===== src/rtl/sdto_pkg.sv =====
package sdto_pkg;
  localparam int unsigned SDTO_CODE_W   = 4;
  localparam int unsigned SDTO_CODE_LSB = 16;
  localparam int unsigned SDTO_BASE_EXP = 13;
  localparam int unsigned SDTO_MAX_CODE = 14;

  typedef enum logic {
    ST_IDLE = 1'b0,
    ST_RUN  = 1'b1
  } run_st_t;
endpackage


===== src/rtl/sdto_code_reg.sv =====
module sdto_code_reg #(
  parameter int unsigned DATA_W   = 32,
  parameter int unsigned CODE_W   = 4,
  parameter int unsigned CODE_LSB = 16,
  parameter int unsigned MAX_CODE = 14
) (
  input  logic              clk,
  input  logic              rst_n,
  input  logic              wr_en_i,
  input  logic [DATA_W-1:0] wr_data_i,
  output logic [CODE_W-1:0] code_o
);
  localparam int unsigned FIELD_HI = CODE_LSB + CODE_W - 1;

  logic [CODE_W-1:0] code_q, code_d, field;
  logic              unused_bits;

  assign field       = wr_data_i[FIELD_HI:CODE_LSB];
  assign unused_bits = ^{wr_data_i[DATA_W-1:FIELD_HI+1], wr_data_i[CODE_LSB-1:0]};

  // Saturate requests above the legal maximum.
  always_comb begin
    if (int'(field) > int'(MAX_CODE)) code_d = CODE_W'(MAX_CODE);
    else                              code_d = field;
  end

  always_ff @(posedge clk or negedge rst_n) begin
    if (!rst_n)      code_q <= CODE_W'(MAX_CODE);
    else if (wr_en_i) code_q <= code_d;
  end

  assign code_o = code_q;

  AST_CODE_MAX: assert property (@(posedge clk) disable iff (!rst_n)
    int'(code_q) <= int'(MAX_CODE));
  AST_CODE_HOLD: assert property (@(posedge clk) disable iff (!rst_n)
    !wr_en_i |=> $stable(code_q));
endmodule


===== src/rtl/sdto_rec_code.sv =====
module sdto_rec_code #(
  parameter int unsigned FREQ_W   = 32,
  parameter int unsigned CODE_W   = 4,
  parameter int unsigned BASE_EXP = 13,
  parameter int unsigned MAX_CODE = 14,
  parameter bit          AVOID    = 1'b1
) (
  input  logic [FREQ_W-1:0] freq_i,
  output logic [CODE_W-1:0] code_o
);
  localparam int unsigned SCAN_W = FREQ_W - 2;
  localparam int unsigned NB_W   = $clog2(SCAN_W + 1);

  logic [NB_W-1:0]   nbits;
  logic [CODE_W-1:0] raw;
  logic              unused_lsbs;
  int                diff;

  assign unused_lsbs = ^freq_i[1:0];

  // Count significant bits of freq/4 (highest set bit, one-based).
  always_comb begin
    nbits = '0;
    for (int i = 0; i < int'(SCAN_W); i++) begin
      if (freq_i[i+2]) nbits = NB_W'(i + 1);
    end
  end

  always_comb begin
    diff = int'(nbits) - int'(BASE_EXP);
    if (diff < 0)                    raw = '0;
    else if (diff > int'(MAX_CODE))  raw = CODE_W'(MAX_CODE);
    else                             raw = CODE_W'(diff);
  end

  generate
    if (AVOID) begin : g_avoid
      always_comb begin
        if (raw == CODE_W'(4) || raw == CODE_W'(8) || raw == CODE_W'(12))
          code_o = raw + CODE_W'(1);
        else
          code_o = raw;
      end
    end else begin : g_plain
      assign code_o = raw;
    end
  endgenerate
endmodule


===== src/rtl/sdto_counter.sv =====
module sdto_counter
  import sdto_pkg::*;
#(
  parameter int unsigned CODE_W   = 4,
  parameter int unsigned BASE_EXP = 13,
  parameter int unsigned MAX_CODE = 14
) (
  input  logic              clk,
  input  logic              rst_n,
  input  logic [CODE_W-1:0] code_i,
  input  logic              cen_i,
  input  logic              phase_start_i,
  input  logic              xfer_done_i,
  input  logic              sts_clr_i,
  output logic              timeout_o
);
  localparam int unsigned CNT_W = BASE_EXP + MAX_CODE + 1;

  run_st_t          st_q, st_d;
  logic [CNT_W-1:0] cnt_q, cnt_d, last_cnt;
  logic             cnt_ld, at_limit, expire;
  logic             to_q, to_d;

  assign last_cnt = ({{(CNT_W-1){1'b0}}, 1'b1} << (32'(code_i) + BASE_EXP)) - CNT_W'(1);
  assign at_limit = (cnt_q >= last_cnt);

  // Next state: start beats done, done beats expiry.
  always_comb begin
    expire = (st_q == ST_RUN) && cen_i && !phase_start_i && !xfer_done_i && at_limit;
    st_d   = st_q;
    cnt_d  = cnt_q;
    cnt_ld = 1'b0;
    if (phase_start_i) begin
      st_d   = ST_RUN;
      cnt_d  = '0;
      cnt_ld = 1'b1;
    end else if (xfer_done_i || expire) begin
      st_d   = ST_IDLE;
    end else if (st_q == ST_RUN && cen_i) begin
      cnt_d  = cnt_q + CNT_W'(1);
      cnt_ld = 1'b1;
    end
    to_d = expire || (to_q && !sts_clr_i);
  end

  always_ff @(posedge clk or negedge rst_n) begin
    if (!rst_n) begin
      st_q <= ST_IDLE;
      to_q <= 1'b0;
    end else begin
      st_q <= st_d;
      to_q <= to_d;
    end
  end

  always_ff @(posedge clk or negedge rst_n) begin
    if (!rst_n)      cnt_q <= '0;
    else if (cnt_ld) cnt_q <= cnt_d;
  end

  assign timeout_o = to_q;

  AST_ARM_CLEARS: assert property (@(posedge clk) disable iff (!rst_n)
    phase_start_i |=> (cnt_q == '0) && (st_q == ST_RUN));
  AST_GATED_FREEZE: assert property (@(posedge clk) disable iff (!rst_n)
    !cen_i && !phase_start_i |=> $stable(cnt_q));
  AST_IDLE_FREEZE: assert property (@(posedge clk) disable iff (!rst_n)
    (st_q == ST_IDLE) && !phase_start_i |=> $stable(cnt_q) && !$rose(to_q));
  AST_DONE_DISARMS: assert property (@(posedge clk) disable iff (!rst_n)
    xfer_done_i && !phase_start_i |=> (st_q == ST_IDLE));
  AST_STICKY_HOLD: assert property (@(posedge clk) disable iff (!rst_n)
    to_q && !sts_clr_i |=> to_q);
  AST_EXPIRY_STOPS: assert property (@(posedge clk) disable iff (!rst_n)
    $rose(to_q) |-> (st_q == ST_IDLE));
endmodule


===== src/rtl/sd_data_timeout.sv =====
module sd_data_timeout
  import sdto_pkg::*;
#(
  parameter int unsigned DATA_W   = 32,
  parameter int unsigned FREQ_W   = 32,
  parameter int unsigned CODE_W   = SDTO_CODE_W,
  parameter int unsigned CODE_LSB = SDTO_CODE_LSB,
  parameter int unsigned BASE_EXP = SDTO_BASE_EXP,
  parameter int unsigned MAX_CODE = SDTO_MAX_CODE,
  parameter bit          AVOID    = 1'b1
) (
  input  logic              clk,
  input  logic              rst_n,
  input  logic              ctrl_we_i,
  input  logic [DATA_W-1:0] ctrl_wdata_i,
  input  logic              sts_clr_i,
  input  logic              card_clk_en_i,
  input  logic              phase_start_i,
  input  logic              xfer_done_i,
  input  logic [FREQ_W-1:0] card_freq_hz_i,
  output logic [CODE_W-1:0] code_o,
  output logic [CODE_W-1:0] rec_code_o,
  output logic              timeout_o
);
  logic [CODE_W-1:0] code;

  sdto_code_reg #(
    .DATA_W(DATA_W), .CODE_W(CODE_W), .CODE_LSB(CODE_LSB), .MAX_CODE(MAX_CODE)
  ) u_code (
    .clk(clk), .rst_n(rst_n), .wr_en_i(ctrl_we_i), .wr_data_i(ctrl_wdata_i),
    .code_o(code)
  );

  sdto_counter #(
    .CODE_W(CODE_W), .BASE_EXP(BASE_EXP), .MAX_CODE(MAX_CODE)
  ) u_cnt (
    .clk(clk), .rst_n(rst_n), .code_i(code), .cen_i(card_clk_en_i),
    .phase_start_i(phase_start_i), .xfer_done_i(xfer_done_i),
    .sts_clr_i(sts_clr_i), .timeout_o(timeout_o)
  );

  sdto_rec_code #(
    .FREQ_W(FREQ_W), .CODE_W(CODE_W), .BASE_EXP(BASE_EXP),
    .MAX_CODE(MAX_CODE), .AVOID(AVOID)
  ) u_rec (
    .freq_i(card_freq_hz_i), .code_o(rec_code_o)
  );

  assign code_o = code;

  AST_REC_CLAMP: assert property (@(posedge clk) disable iff (!rst_n)
    int'(rec_code_o) <= int'(MAX_CODE));
  generate
    if (AVOID) begin : g_chk_avoid
      AST_REC_AVOID: assert property (@(posedge clk) disable iff (!rst_n)
        rec_code_o != CODE_W'(4) && rec_code_o != CODE_W'(8) && rec_code_o != CODE_W'(12));
    end
  endgenerate
endmodule


===== config.mk =====
export PLATFORM = sky130hd
export DESIGN_NAME = sd_data_timeout
export DESIGN_NICKNAME = d
export VERILOG_FILES = /design/src/rtl/sdto_pkg.sv /design/src/rtl/sdto_code_reg.sv /design/src/rtl/sdto_rec_code.sv /design/src/rtl/sdto_counter.sv /design/src/rtl/sd_data_timeout.sv
export SDC_FILE = /design/constraint.sdc
export NUM_CORES = 1
export LEC_CHECK = 0
export CORE_AREA = 10 10 89 91
export CTS_BUF_LIST = sky130_fd_sc_hd__clkbuf_8
export CTS_CLUSTER_SIZE = 30
export DETAILED_ROUTE_END_ITERATION = 16
export DIE_AREA = 0 0 99 101
export PLACE_DENSITY = 0.86
export SYNTH_ARGS = -nofsm -noshare
export SYNTH_HDL_FRONTEND = slang
export SYNTH_SLANG_ARGS = --single-unit

===== constraint.sdc =====
create_clock -name clk -period 11.65 [get_ports clk]
set_clock_uncertainty 0.1 [all_clocks]
set_input_delay 2.33 -clock clk [delete_from_list [all_inputs] [get_ports clk]]
set_output_delay 2.33 -clock clk [all_outputs]
set_load 0.05 [all_outputs]

* Yosys cells after proc, flatten, opt, wreduce, memory -nomap -nowiden
Cells that the tools add are included.
Word-level totals: register bits after elaboration 34, output and inout port bits 9
Cells by class: $add $sub $neg 5, magnitude comparators 4, equality and inequality tests 4, shift operators 1, multiplexer cells 42, reduce and logical (&&, ||, !) cells 15
Operator list (count):
- 28-bit two-way mux | 3
- 5-bit two-way mux | 15
- 4-bit two-way mux | 12
- 32-bit by 5-bit greater-than comparator with 1-bit output (second input constant) | 1
- 32-bit by 1-bit < comparator with 1-bit output (second input constant) | 1
- 1-bit by 32-bit left shift with 28-bit output (first input constant) | 1
- 28-bit by 1-bit adder with 28-bit output (second input constant) | 1
- 28-bit >= comparator | 1
- 28-bit by 1-bit subtractor with 28-bit output (second input constant) | 1
- 3-bit two-way mux | 4
- 4-bit equality test (second input constant) | 2
- 1-bit two-way mux | 6
- 5-bit by 4-bit subtractor with 6-bit output (second input constant) | 1
- 4-bit by 4-bit adder with 5-bit output (second input constant) | 1
- 1-bit logical AND | 5
- 4-bit by 1-bit adder with 4-bit output (second input constant) | 1
- 4-bit by 3-bit equality test with 1-bit output (second input constant) | 1
- 4-bit greater-than comparator (second input constant) | 1
- 1-bit logical OR | 4
- 2-bit two-way mux | 2
- 2-bit nonzero test | 2
- 1-bit logical NOT | 3
- 3-bit AND reduction | 1
- 2-bit != test (second input constant) | 1

* Depth between registers and ports, before layout
Gate-level depths: netlist of run 1.
depth after elaboration 38, mapped depth 18

* By module
A second synthesis of run 1 with hierarchy kept.
Unflattened totals: cells, all modules 417, area total of the unflattened synthesis 3575.9 µm²
Modules (own cells, without submodules):
- sdto_counter | instances 1, cells each 293, area each 2598.7 µm², seq. area each 750.7 µm²
- sdto_rec_code | instances 1, cells each 115, area each 820.8 µm², seq. area each 0.0 µm²
- sdto_code_reg | instances 1, cells each 9, area each 156.4 µm², seq. area each 103.8 µm²

* Least setup slack after synthesis of run 1
Ideal clock, no wire load.
kind input to output, start input port card_freq_hz_i[13], end output port rec_code_o[1], arrival time 6.104 ns, data required time 9.220 ns, setup slack 3.116 ns, cell stages on the path 15, path buffers 0, cell sequence or3_1 -> a221oi_2 -> o21ai_2 -> a211oi_4 -> nand2_2 -> ha_1 -> o21ai_0 -> o221ai_1 -> or3_1 -> a32oi_2 -> ha_1 -> inv_1 -> o41ai_1 -> a31oi_1 -> mux2i_1
Between the ends: word-level cells in the longest chain between the ends 27, elaborated cells between the ends (all ways) 31, those cells by class 2 x add/sub; 2 x order compare; 3 x eq/ne; 22 x mux; 2 x reduce/logical
Ends and longest elaborated chain:
- from (decl) | line sd_data_timeout.sv:20 | input logic [FREQ_W-1:0] card_freq_hz_i,
- 4-bit two-way mux * (4 in series) | line sdto_rec_code.sv:25 | if (freq_i[i+2]) nbits = NB_W'(i + 1);
- 5-bit two-way mux * (15 in series) | line sdto_rec_code.sv:25
- 5-bit by 4-bit subtractor with 6-bit output * | line sdto_rec_code.sv:30 | diff = int'(nbits) - int'(BASE_EXP);
- 32-bit by 5-bit greater-than comparator with 1-bit output | line sdto_rec_code.sv:32 | else if (diff > int'(MAX_CODE)) raw = CODE_W'(MAX_CODE);
- 4-bit two-way mux | line sdto_rec_code.sv:32
- 4-bit two-way mux * | line sdto_rec_code.sv:31 | if (diff < 0) raw = '0;
- branches (longest 3 deep; another with 4-bit by 1-bit adder with 4-bit output)
- 4-bit two-way mux * | line sdto_rec_code.sv:39 | if (raw == CODE_W'(4) || raw == CODE_W'(8) || raw == CODE_W'(12))
- to (decl) | line sd_data_timeout.sv:22 | output logic [CODE_W-1:0] rec_code_o,
Every way passes the cells marked *.

* Worst setup path after layout of run 1
start input port card_freq_hz_i[17], end output port rec_code_o[3]
Between the ends: word-level cells in the longest chain between the ends 23, elaborated cells between the ends (all ways) 27, those cells by class 2 x add/sub; 2 x order compare; 3 x eq/ne; 18 x mux; 2 x reduce/logical
Ends and longest elaborated chain (line):
- 5-bit two-way mux * (15 in series) | sdto_rec_code.sv:25
- 5-bit by 4-bit subtractor with 6-bit output * | sdto_rec_code.sv:30
- 32-bit by 5-bit greater-than comparator with 1-bit output | sdto_rec_code.sv:32
- 4-bit two-way mux | sdto_rec_code.sv:32
- 4-bit two-way mux * | sdto_rec_code.sv:31
- branches (longest 3 deep; another with 4-bit by 1-bit adder with 4-bit output)
- 4-bit two-way mux * | sdto_rec_code.sv:39
Marks and branches as above.

==> qor.csv, run 1 <==
metric,value,unit
CTS tree,yes,
Final period util,83.94,%
net switching power of the design,105.6,uW
number of synthesized register bits,34,
Post-route DRC,0,
half-perimeter wire length after placement,6.676,mm
cell types occupying the most area after synthesis,"sky130_fd_sc_hd__dfrtp_1 (23%), sky130_fd_sc_hd__ha_1 (12%), sky130_fd_sc_hd__a21oi_1 (4.9%), sky130_fd_sc_hd__o21ai_0 (4.5%), sky130_fd_sc_hd__nor2_1 (3.5%)",
result of the run,finished clean,
overall routing resource usage,17.32,%
share of power burned in combinational logic,30.5,%
final net count,567,
CTS H-tree lvls,2,
chain of cells forming the critical path,clkdlybuf4s50_1 -> or3_1 -> a221oi_2 -> o21ai_2 -> a211oi_4 -> nand2_2 -> ha_1 -> nor3_1 -> o221ai_1 -> or3_1 -> a32oi_2 -> ha_1 -> inv_1 -> or3_4 -> o211ai_1 -> a32o_1 -> a22o_1 -> clkdlybuf4s50_1,
sequential share of the synthesized area,25.58,%
Cell Pwr Density,78.26,nW/um^2
largest net degree at the start of global routing,42,
pin slew with the least headroom to its limit,1.013,ns
die outline area,9999,sq um
hold buffers post-CTS,0,
root buf cell,sky130_fd_sc_hd__clkbuf_8,
total of endpoints with negative setup slack in the final report,0,
net switching share of the total power,33.62,%
count of buffers from port buffering,49,
total standard cell area after synthesis,3341,sq um
Mapped Avg Cell Area,8.109,sq um
Post-Route WL,8.561,mm
class of the tightest hold or removal check,reg2reg,
Core Box Area,6205,sq um
delay of the slowest critical-path stage,0.80,ns
Final Worst Setup Slack,1.871,ns
Flop pwr share,40.0,%
Critical path destination,rec_code_o[3],
DRT antenna net count,0,
setup repair after global routing missed its margin,false,
top post-synthesis cells by count,"sky130_fd_sc_hd__a21oi_1 (33), sky130_fd_sc_hd__ha_1 (33), sky130_fd_sc_hd__dfrtp_1 (31), sky130_fd_sc_hd__nor2_1 (31), sky130_fd_sc_hd__o21ai_0 (30)",
end of the worst register-to-register path,u_cnt.cnt_q[21],
R2R Path Start,u_code.code_o[0],
top-level port count,80,
cell internal power dissipation,208.6,uW
routed vias/inst,6.067,
predominant post-synthesis flop cell,sky130_fd_sc_hd__dfrtp_1,
aggregate negative setup slack,0,ns
clock latency on the worst-skew pair,0.30,ns
WP data arrival,7.35,ns
average wire per cell in the routed design,15.82,microns
fraction of registers with async set/reset,100.0,%
start point of the critical path,card_freq_hz_i[17],
total vias in the final route,3282,
"Max FO, Critical Path",12,
flop2flop setup slack,7.43,ns
top cell type's share of synthesized area,23.22,%
slowest cell on the critical path,sky130_fd_sc_hd__clkdlybuf4s50_1,
number of iterations in the first detailed-routing pass,4,
pre-CTS setup slack,1.931,ns
first-iteration detailed-routing DRC count,197,
die outline height,101,microns
worst-case reg-to-reg path depth,11,
post-CTS resize count,0,
launch point of the worst hold path,u_cnt.st_q,
most area-hungry cell type in the Yosys netlist,sky130_fd_sc_hd__dfrtp_1,
number of buffers between clock root and the deepest sink,2,
count of different cell masters after synthesis,61,
critical path start-end classification,in2out,
number of max-slew violations in the final report,0,
number of buffers inserted during clock tree synthesis,5,
relative max-transition margin,32.47,%
aggregate global routing overflow,0,
global-route wire length before repair,14.78,mm
clock sink count,34,
fraction of layout cells with a size suffix above 1,8.836,%
"Reg clk slew, reported paths",0.08,ns
final hold viol count,0,
clock network fraction of total power,29.5,%
number of inserted diodes,0,
gp weighted congestion,0.9199,
number of placement rows,29,
number of synthesized flops with an enable pin,0,
static leakage,1.728,nW
post-route minimum period,9.779,ns
width of the chip,99,microns
Critical Path Sink Type,output pin,
number of global-route vias before repair,3273,
antenna violations before repair,0,
WP data required,9.22,ns
MaxCap Viol Count,0,
area grow syn2layout,20.19,%
critical path launch point type,input pin,
starting density of the core,53.84,%
synthesized instance count,412,
highest clock frequency the design can meet,0.1023,GHz
Syn. warnings,0,
postcts setup bufs,0,
worst voltage drop across the vdd grid,0.06762,mV
[registers in the layout, summed over array words and instances (netlist names)]
signal,flops
u_cnt.timeout_o,1
u_cnt.st_q,1
u_cnt.cnt_q,28
u_code.code_o,4
[cell families (layout without fill, tap and decap cells)]
logic type / Yosys count / in the layout / share of synthesized area (%)
flip-flops: 34 / 34 / 25.58
adder cells (fa/ha/maj): 33 / 33 / 12.36
other: 2 / 8 / 0.2248
AO/OA/AOI/OAI: 120 / 120 / 23.75
multiplexers: 7 / 7 / 2.247
XOR/XNOR: 11 / 11 / 2.884
AND/OR/NAND/NOR: 161 / 161 / 28.02
buffers and inverters: 44 / 90 / 4.944
[placed cells by master (no fill, tap or decap), types with 2 or more instances in the layout]
master	instances
sky130_fd_sc_hd__a211oi_1	2
sky130_fd_sc_hd__a21o_1	10
sky130_fd_sc_hd__a21oi_1	33
sky130_fd_sc_hd__a221oi_1	2
sky130_fd_sc_hd__a31o_2	2
sky130_fd_sc_hd__a31oi_1	3
sky130_fd_sc_hd__and3_1	3
sky130_fd_sc_hd__buf_4	3
sky130_fd_sc_hd__clkbuf_8	6
sky130_fd_sc_hd__clkdlybuf4s50_1	49
sky130_fd_sc_hd__conb_1	8
sky130_fd_sc_hd__dfrtp_1	31
sky130_fd_sc_hd__dfstp_2	3
sky130_fd_sc_hd__ha_1	33
sky130_fd_sc_hd__inv_1	28
sky130_fd_sc_hd__inv_2	2
sky130_fd_sc_hd__mux2_2	4
sky130_fd_sc_hd__mux2i_1	3
sky130_fd_sc_hd__nand2_1	25
sky130_fd_sc_hd__nand2b_1	4
sky130_fd_sc_hd__nand3_1	16
sky130_fd_sc_hd__nand4_1	8
sky130_fd_sc_hd__nand4_4	2
sky130_fd_sc_hd__nor2_1	31
sky130_fd_sc_hd__nor2b_1	13
sky130_fd_sc_hd__nor3_1	12
sky130_fd_sc_hd__nor4_1	8
sky130_fd_sc_hd__nor4_4	2
sky130_fd_sc_hd__o211ai_1	10
sky130_fd_sc_hd__o21ai_0	30
sky130_fd_sc_hd__o21ai_1	2
sky130_fd_sc_hd__o21bai_1	2
sky130_fd_sc_hd__o31ai_1	7
sky130_fd_sc_hd__o32ai_1	2
sky130_fd_sc_hd__or2_2	3
sky130_fd_sc_hd__or3_1	16
sky130_fd_sc_hd__or4_1	9
sky130_fd_sc_hd__xnor2_1	8
sky130_fd_sc_hd__xor2_1	3
[layout make-up]
type | instances | area [sq um]
clock buffers | 6 | 82.58
flip-flops and latches | 34 | 854.6
clock inverters | 2 | 12.51
well taps | 77 | 96.34
repair buffers | 52 | 513.0
multi-input cells | 340 | 2344
inverters | 30 | 112.6
fillers | 519 | 2190
[metrics by stage]
| stage | utilization [%] | hold slack (ns) | std cells | power (mW) | cell area [sq um] |
|---|---|---|---|---|---|
| 6_report | 64.71 | 0.4240 | 541 | 0.3142 | 4015 |
| 5_1_grt | 64.71 | 0.4288 | 541 | 0.3322 | 4015 |
| 4_1_cts | 64.71 | 0.4215 | 541 | 0.3165 | 4015 |
| 3_5_place_dp | 63.18 | 0.4050 | 533 | 0.2232 | 3920 |
| 3_3_place_gp | 63.18 | 0.3954 | 533 | 0.2197 | 3920 |
| 2_1_floorplan | - | 0.3845 | 418 | 0.1849 | 3363 |
[power groups by stage]
stage	logic [mW]	registers [mW]	clock network (mW)
after CTS	0.0955	0.126	0.0954
final	0.0960	0.126	0.0926
after detailed placement	0.0954	0.128	0
after floorplan	0.0548	0.130	0
after global placement	0.0922	0.128	0
after global routing	0.105	0.127	0.100
[how the worst min path moves through the flow]
stage,endpoint,slack (ns),cells past startpoint
final,u_cnt.st_q,0.42,1
after global routing,u_cnt.st_q,0.43,1
after CTS,u_cnt.st_q,0.42,1
after detailed placement,u_cnt.st_q,0.41,1
after global placement,u_cnt.st_q,0.40,1
after floorplan,u_cnt.st_q,0.38,1
[routing by layer]
layer  up-vias  global-route usage (%)  wire [microns]
li1       1633                       -               -
met1      1585                   19.16            3553
met4         0                   5.513             121
met5         -                       0               0
met3        13                   2.743             205
met2        51                   32.72            4681
[critical path: cells and delay by family]
| kind | cells | cell delay, ns |
|---|---|---|
| simple gates | 5 | 1.48 |
| buf+inv | 3 | 1.38 |
| fa+ha+maj | 2 | 0.57 |
| compound gates | 8 | 1.58 |
(Power assumes the default switching activity.)
==> inputs of run 2 (changes only) <==
--- a/config.mk
+++ b/config.mk
@@ -5,12 +5,12 @@
 export SDC_FILE = /design/constraint.sdc
 export NUM_CORES = 1
 export LEC_CHECK = 0
-export CORE_AREA = 10 10 89 91
+export CORE_AREA = 10 10 92 94
 export CTS_BUF_LIST = sky130_fd_sc_hd__clkbuf_8
 export CTS_CLUSTER_SIZE = 30
 export DETAILED_ROUTE_END_ITERATION = 16
-export DIE_AREA = 0 0 99 101
-export PLACE_DENSITY = 0.86
+export DIE_AREA = 0 0 102 104
+export PLACE_DENSITY = 0.81
 export SYNTH_ARGS = -nofsm -noshare
 export SYNTH_HDL_FRONTEND = slang
 export SYNTH_SLANG_ARGS = --single-unit
==> constraint.sdc (replaced) <==
create_clock -name clk -period 9.6 [get_ports clk]
set_clock_uncertainty 0.1 [all_clocks]
set_input_delay 1.92 -clock clk [delete_from_list [all_inputs] [get_ports clk]]
set_output_delay 1.92 -clock clk [all_outputs]
set_load 0.05 [all_outputs]
==> run 2 against run 1 <==
  * Utilization fell by 4.6 points
  * Count of clock-buffer cells in the layout did not move
  * First-iteration DRC count is 5.6% lower
  * Cell count increased by 0.55%
  * Critical endpoint unchanged
  * Non-clock buffer count unchanged
  * Hold slack worse by 0.0075 ns
==> qor.csv, run 2 (synthesis gave the netlist of run 1 again) <==
metric,value,unit,change
static leakage,1.728,nW,unchanged
final hold viol count,0,,unchanged
"Reg clk slew, reported paths",0.07,ns,about the same
Post-Route WL,8.234,mm,-3.8%
half-perimeter wire length after placement,6.381,mm,-4.4%
aggregate global routing overflow,0,,unchanged
number of global-route vias before repair,3192,,-2.5%
aggregate negative setup slack,0,ns,unchanged
post-route worst hold slack,0.4165,ns,-0.007545 ns
fraction of layout cells with a size suffix above 1,8.836,%,unchanged
result of the run,finished clean,,
critical path start-end classification,in2out,,
clock network fraction of total power,29.3,%,-0.2 points
pin slew with the least headroom to its limit,0.9726,ns,-0.04032 ns
number of iterations in the first detailed-routing pass,4,,unchanged
CTS H-tree lvls,2,,unchanged
number of buffers between clock root and the deepest sink,2,,unchanged
width of the chip,102,microns,+3.0%
gp weighted congestion,0.9154,,-0.49%
relative max-transition margin,35.16,%,+2.7 points
number of buffers inserted during clock tree synthesis,5,,unchanged
number of inserted diodes,0,,unchanged
number of placement rows,30,,+3.4%
launch point of the worst hold path,u_cnt.st_q,,
total power after layout,379.7,uW,+21%
Post-route DRC,0,,unchanged
most common library cell in the layout ignoring fill and taps,sky130_fd_sc_hd__clkdlybuf4s50_1,,
critical path launch point type,input pin,,
clock latency on the worst-skew pair,0.29,ns,about the same
number of max-slew violations in the final report,0,,unchanged
highest clock frequency the design can meet,0.1113,GHz,
global-route wire length before repair,14.43,mm,-2.4%
post-route minimum period,8.988,ns,
count of buffers from port buffering,49,,unchanged
Flop pwr share,40.1,%,about the same
root buf cell,sky130_fd_sc_hd__clkbuf_8,,
clock sink count,34,,unchanged
Core Box Area,6681,sq um,+7.7%
first-iteration detailed-routing DRC count,186,,-5.6%
routed vias/inst,5.969,,-1.6%
DRT antenna net count,0,,unchanged
cell internal power dissipation,253.1,uW,+21%
Cell Pwr Density,94.48,nW/um^2,+21%
share of power burned in combinational logic,30.6,%,about the same
pre-CTS setup slack,0.6535,ns,-1.277 ns
top-level port count,80,,unchanged
start point of the critical path,card_freq_hz_i[13],,
total vias in the final route,3247,,-1.1%
"Max FO, Critical Path",12,,unchanged
R2R Path Start,u_code.code_o[0],,
net switching power of the design,126.6,uW,+20%
net switching share of the total power,33.34,%,-0.28 points
class of the tightest hold or removal check,reg2reg,,
Largest Register,u_cnt.cnt_q,,
number of flip-flops under the largest register name,28,,unchanged
antenna violations before repair,0,,unchanged
starting density of the core,50.00,%,-3.8 points
worst voltage drop across the vdd grid,0.07884,mV,+17%
"commonest non-fill, non-tap cells in the layout","sky130_fd_sc_hd__clkdlybuf4s50_1 (49), sky130_fd_sc_hd__a21oi_1 (33), sky130_fd_sc_hd__ha_1 (33), sky130_fd_sc_hd__nor2_1 (31), sky130_fd_sc_hd__dfrtp_1 (31)",,
average wire per cell in the routed design,15.14,microns,-4.4%
hold buffers post-CTS,0,,unchanged
setup repair after global routing missed its margin,false,,
Final Worst Setup Slack,0.6119,ns,-1.259 ns
Critical Path Sink Type,output pin,,
WP data required,7.58,ns,-1.64 ns
flop2flop setup slack,5.44,ns,-1.99 ns
largest net degree at the start of global routing,42,,unchanged
CTS tree,yes,,
WP data arrival,6.97,ns,-0.38 ns
postcts setup bufs,0,,unchanged
MaxCap Viol Count,0,,unchanged
overall routing resource usage,15.95,%,-1.4 points
die outline height,104,microns,+3.0%
final net count,567,,unchanged
total of endpoints with negative setup slack in the final report,0,,unchanged
die outline area,10610,sq um,+6.1%
post-CTS resize count,0,,unchanged
Final period util,93.63,%,
area grow syn2layout,20.30,%,about the same
[run 2: cell counts in the layout (fill, tap and decap cells not counted)]
No cell type changed its count.
[run 2: metrics by stage]
| step | cells | utilization [%] | area [sq um] |
|---|---|---|---|
| floorplan | 418 | - | 3363 |
| global placement | 536 | 58.73 | 3924 |
| detailed placement | 536 | 58.73 | 3924 |
| CTS | 544 | 60.15 | 4019 |
| global route | 544 | 60.15 | 4019 |
| finish | 544 | 60.15 | 4019 |
[run 2: routing by layer]
metal,vias up,GRT usage [%],part of all wire (%)
li1,1631,-,-
met5,-,0,0
met4,0,4.335,1.3
met1,1542,19.32,43
met3,15,2.525,2.9
met2,59,27.95,53
[run 2: path summary, 6_finish.rpt]
path                                          to  cells past startpoint
worst min-delay path                  u_cnt.st_q                      1
min in group asynchronous       u_code.code_o[0]                      2
worst max-delay path               rec_code_o[3]                     18
worst max register to register   u_cnt.cnt_q[21]                     11
max in group asynchronous       u_code.code_o[2]                      2
worst min register to register        u_cnt.st_q                      1
[run 2: final cells by class]
| class | instances | area [sq um] |
|---|---|---|
| Clock inverter | 2 | 12.51 |
| Inverter | 30 | 112.6 |
| Clock buffer | 6 | 82.58 |
| Sequential cell | 34 | 854.6 |
| Timing Repair Buffer | 52 | 513.0 |
| Tap cell | 80 | 100.1 |
| Fill cell | 622 | 2663 |
| Multi-Input combinational cell | 340 | 2344 |
[run 2: power by group through the flow]
| stage | Combinational, mW | Clock, mW | Sequential [mW] |
|---|---|---|---|
| after floorplan | 0.0665 | 0 | 0.158 |
| after global placement | 0.112 | 0 | 0.155 |
| after CTS | 0.116 | 0.115 | 0.152 |
| final | 0.116 | 0.111 | 0.152 |
| after detailed placement | 0.115 | 0 | 0.155 |
| after global routing | 0.127 | 0.122 | 0.153 |
[run 2: worst max-delay path: stages]
cell and delay, ns:
sky130_fd_sc_hd__clkdlybuf4s50_1 0.44, sky130_fd_sc_hd__or3_1 0.41, sky130_fd_sc_hd__a221oi_2 0.21, sky130_fd_sc_hd__o21ai_2 0.13, sky130_fd_sc_hd__a211oi_4 0.40, sky130_fd_sc_hd__nand2_2 0.16, sky130_fd_sc_hd__ha_1 0.34, sky130_fd_sc_hd__nor3_1 0.22
sky130_fd_sc_hd__o221ai_1 0.15, sky130_fd_sc_hd__or3_1 0.35, sky130_fd_sc_hd__a32oi_2 0.23, sky130_fd_sc_hd__ha_1 0.22, sky130_fd_sc_hd__inv_1 0.08, sky130_fd_sc_hd__or3_4 0.39, sky130_fd_sc_hd__o211ai_1 0.19, sky130_fd_sc_hd__a32o_1 0.19
sky130_fd_sc_hd__a22o_1 0.13, sky130_fd_sc_hd__clkdlybuf4s50_1 0.79
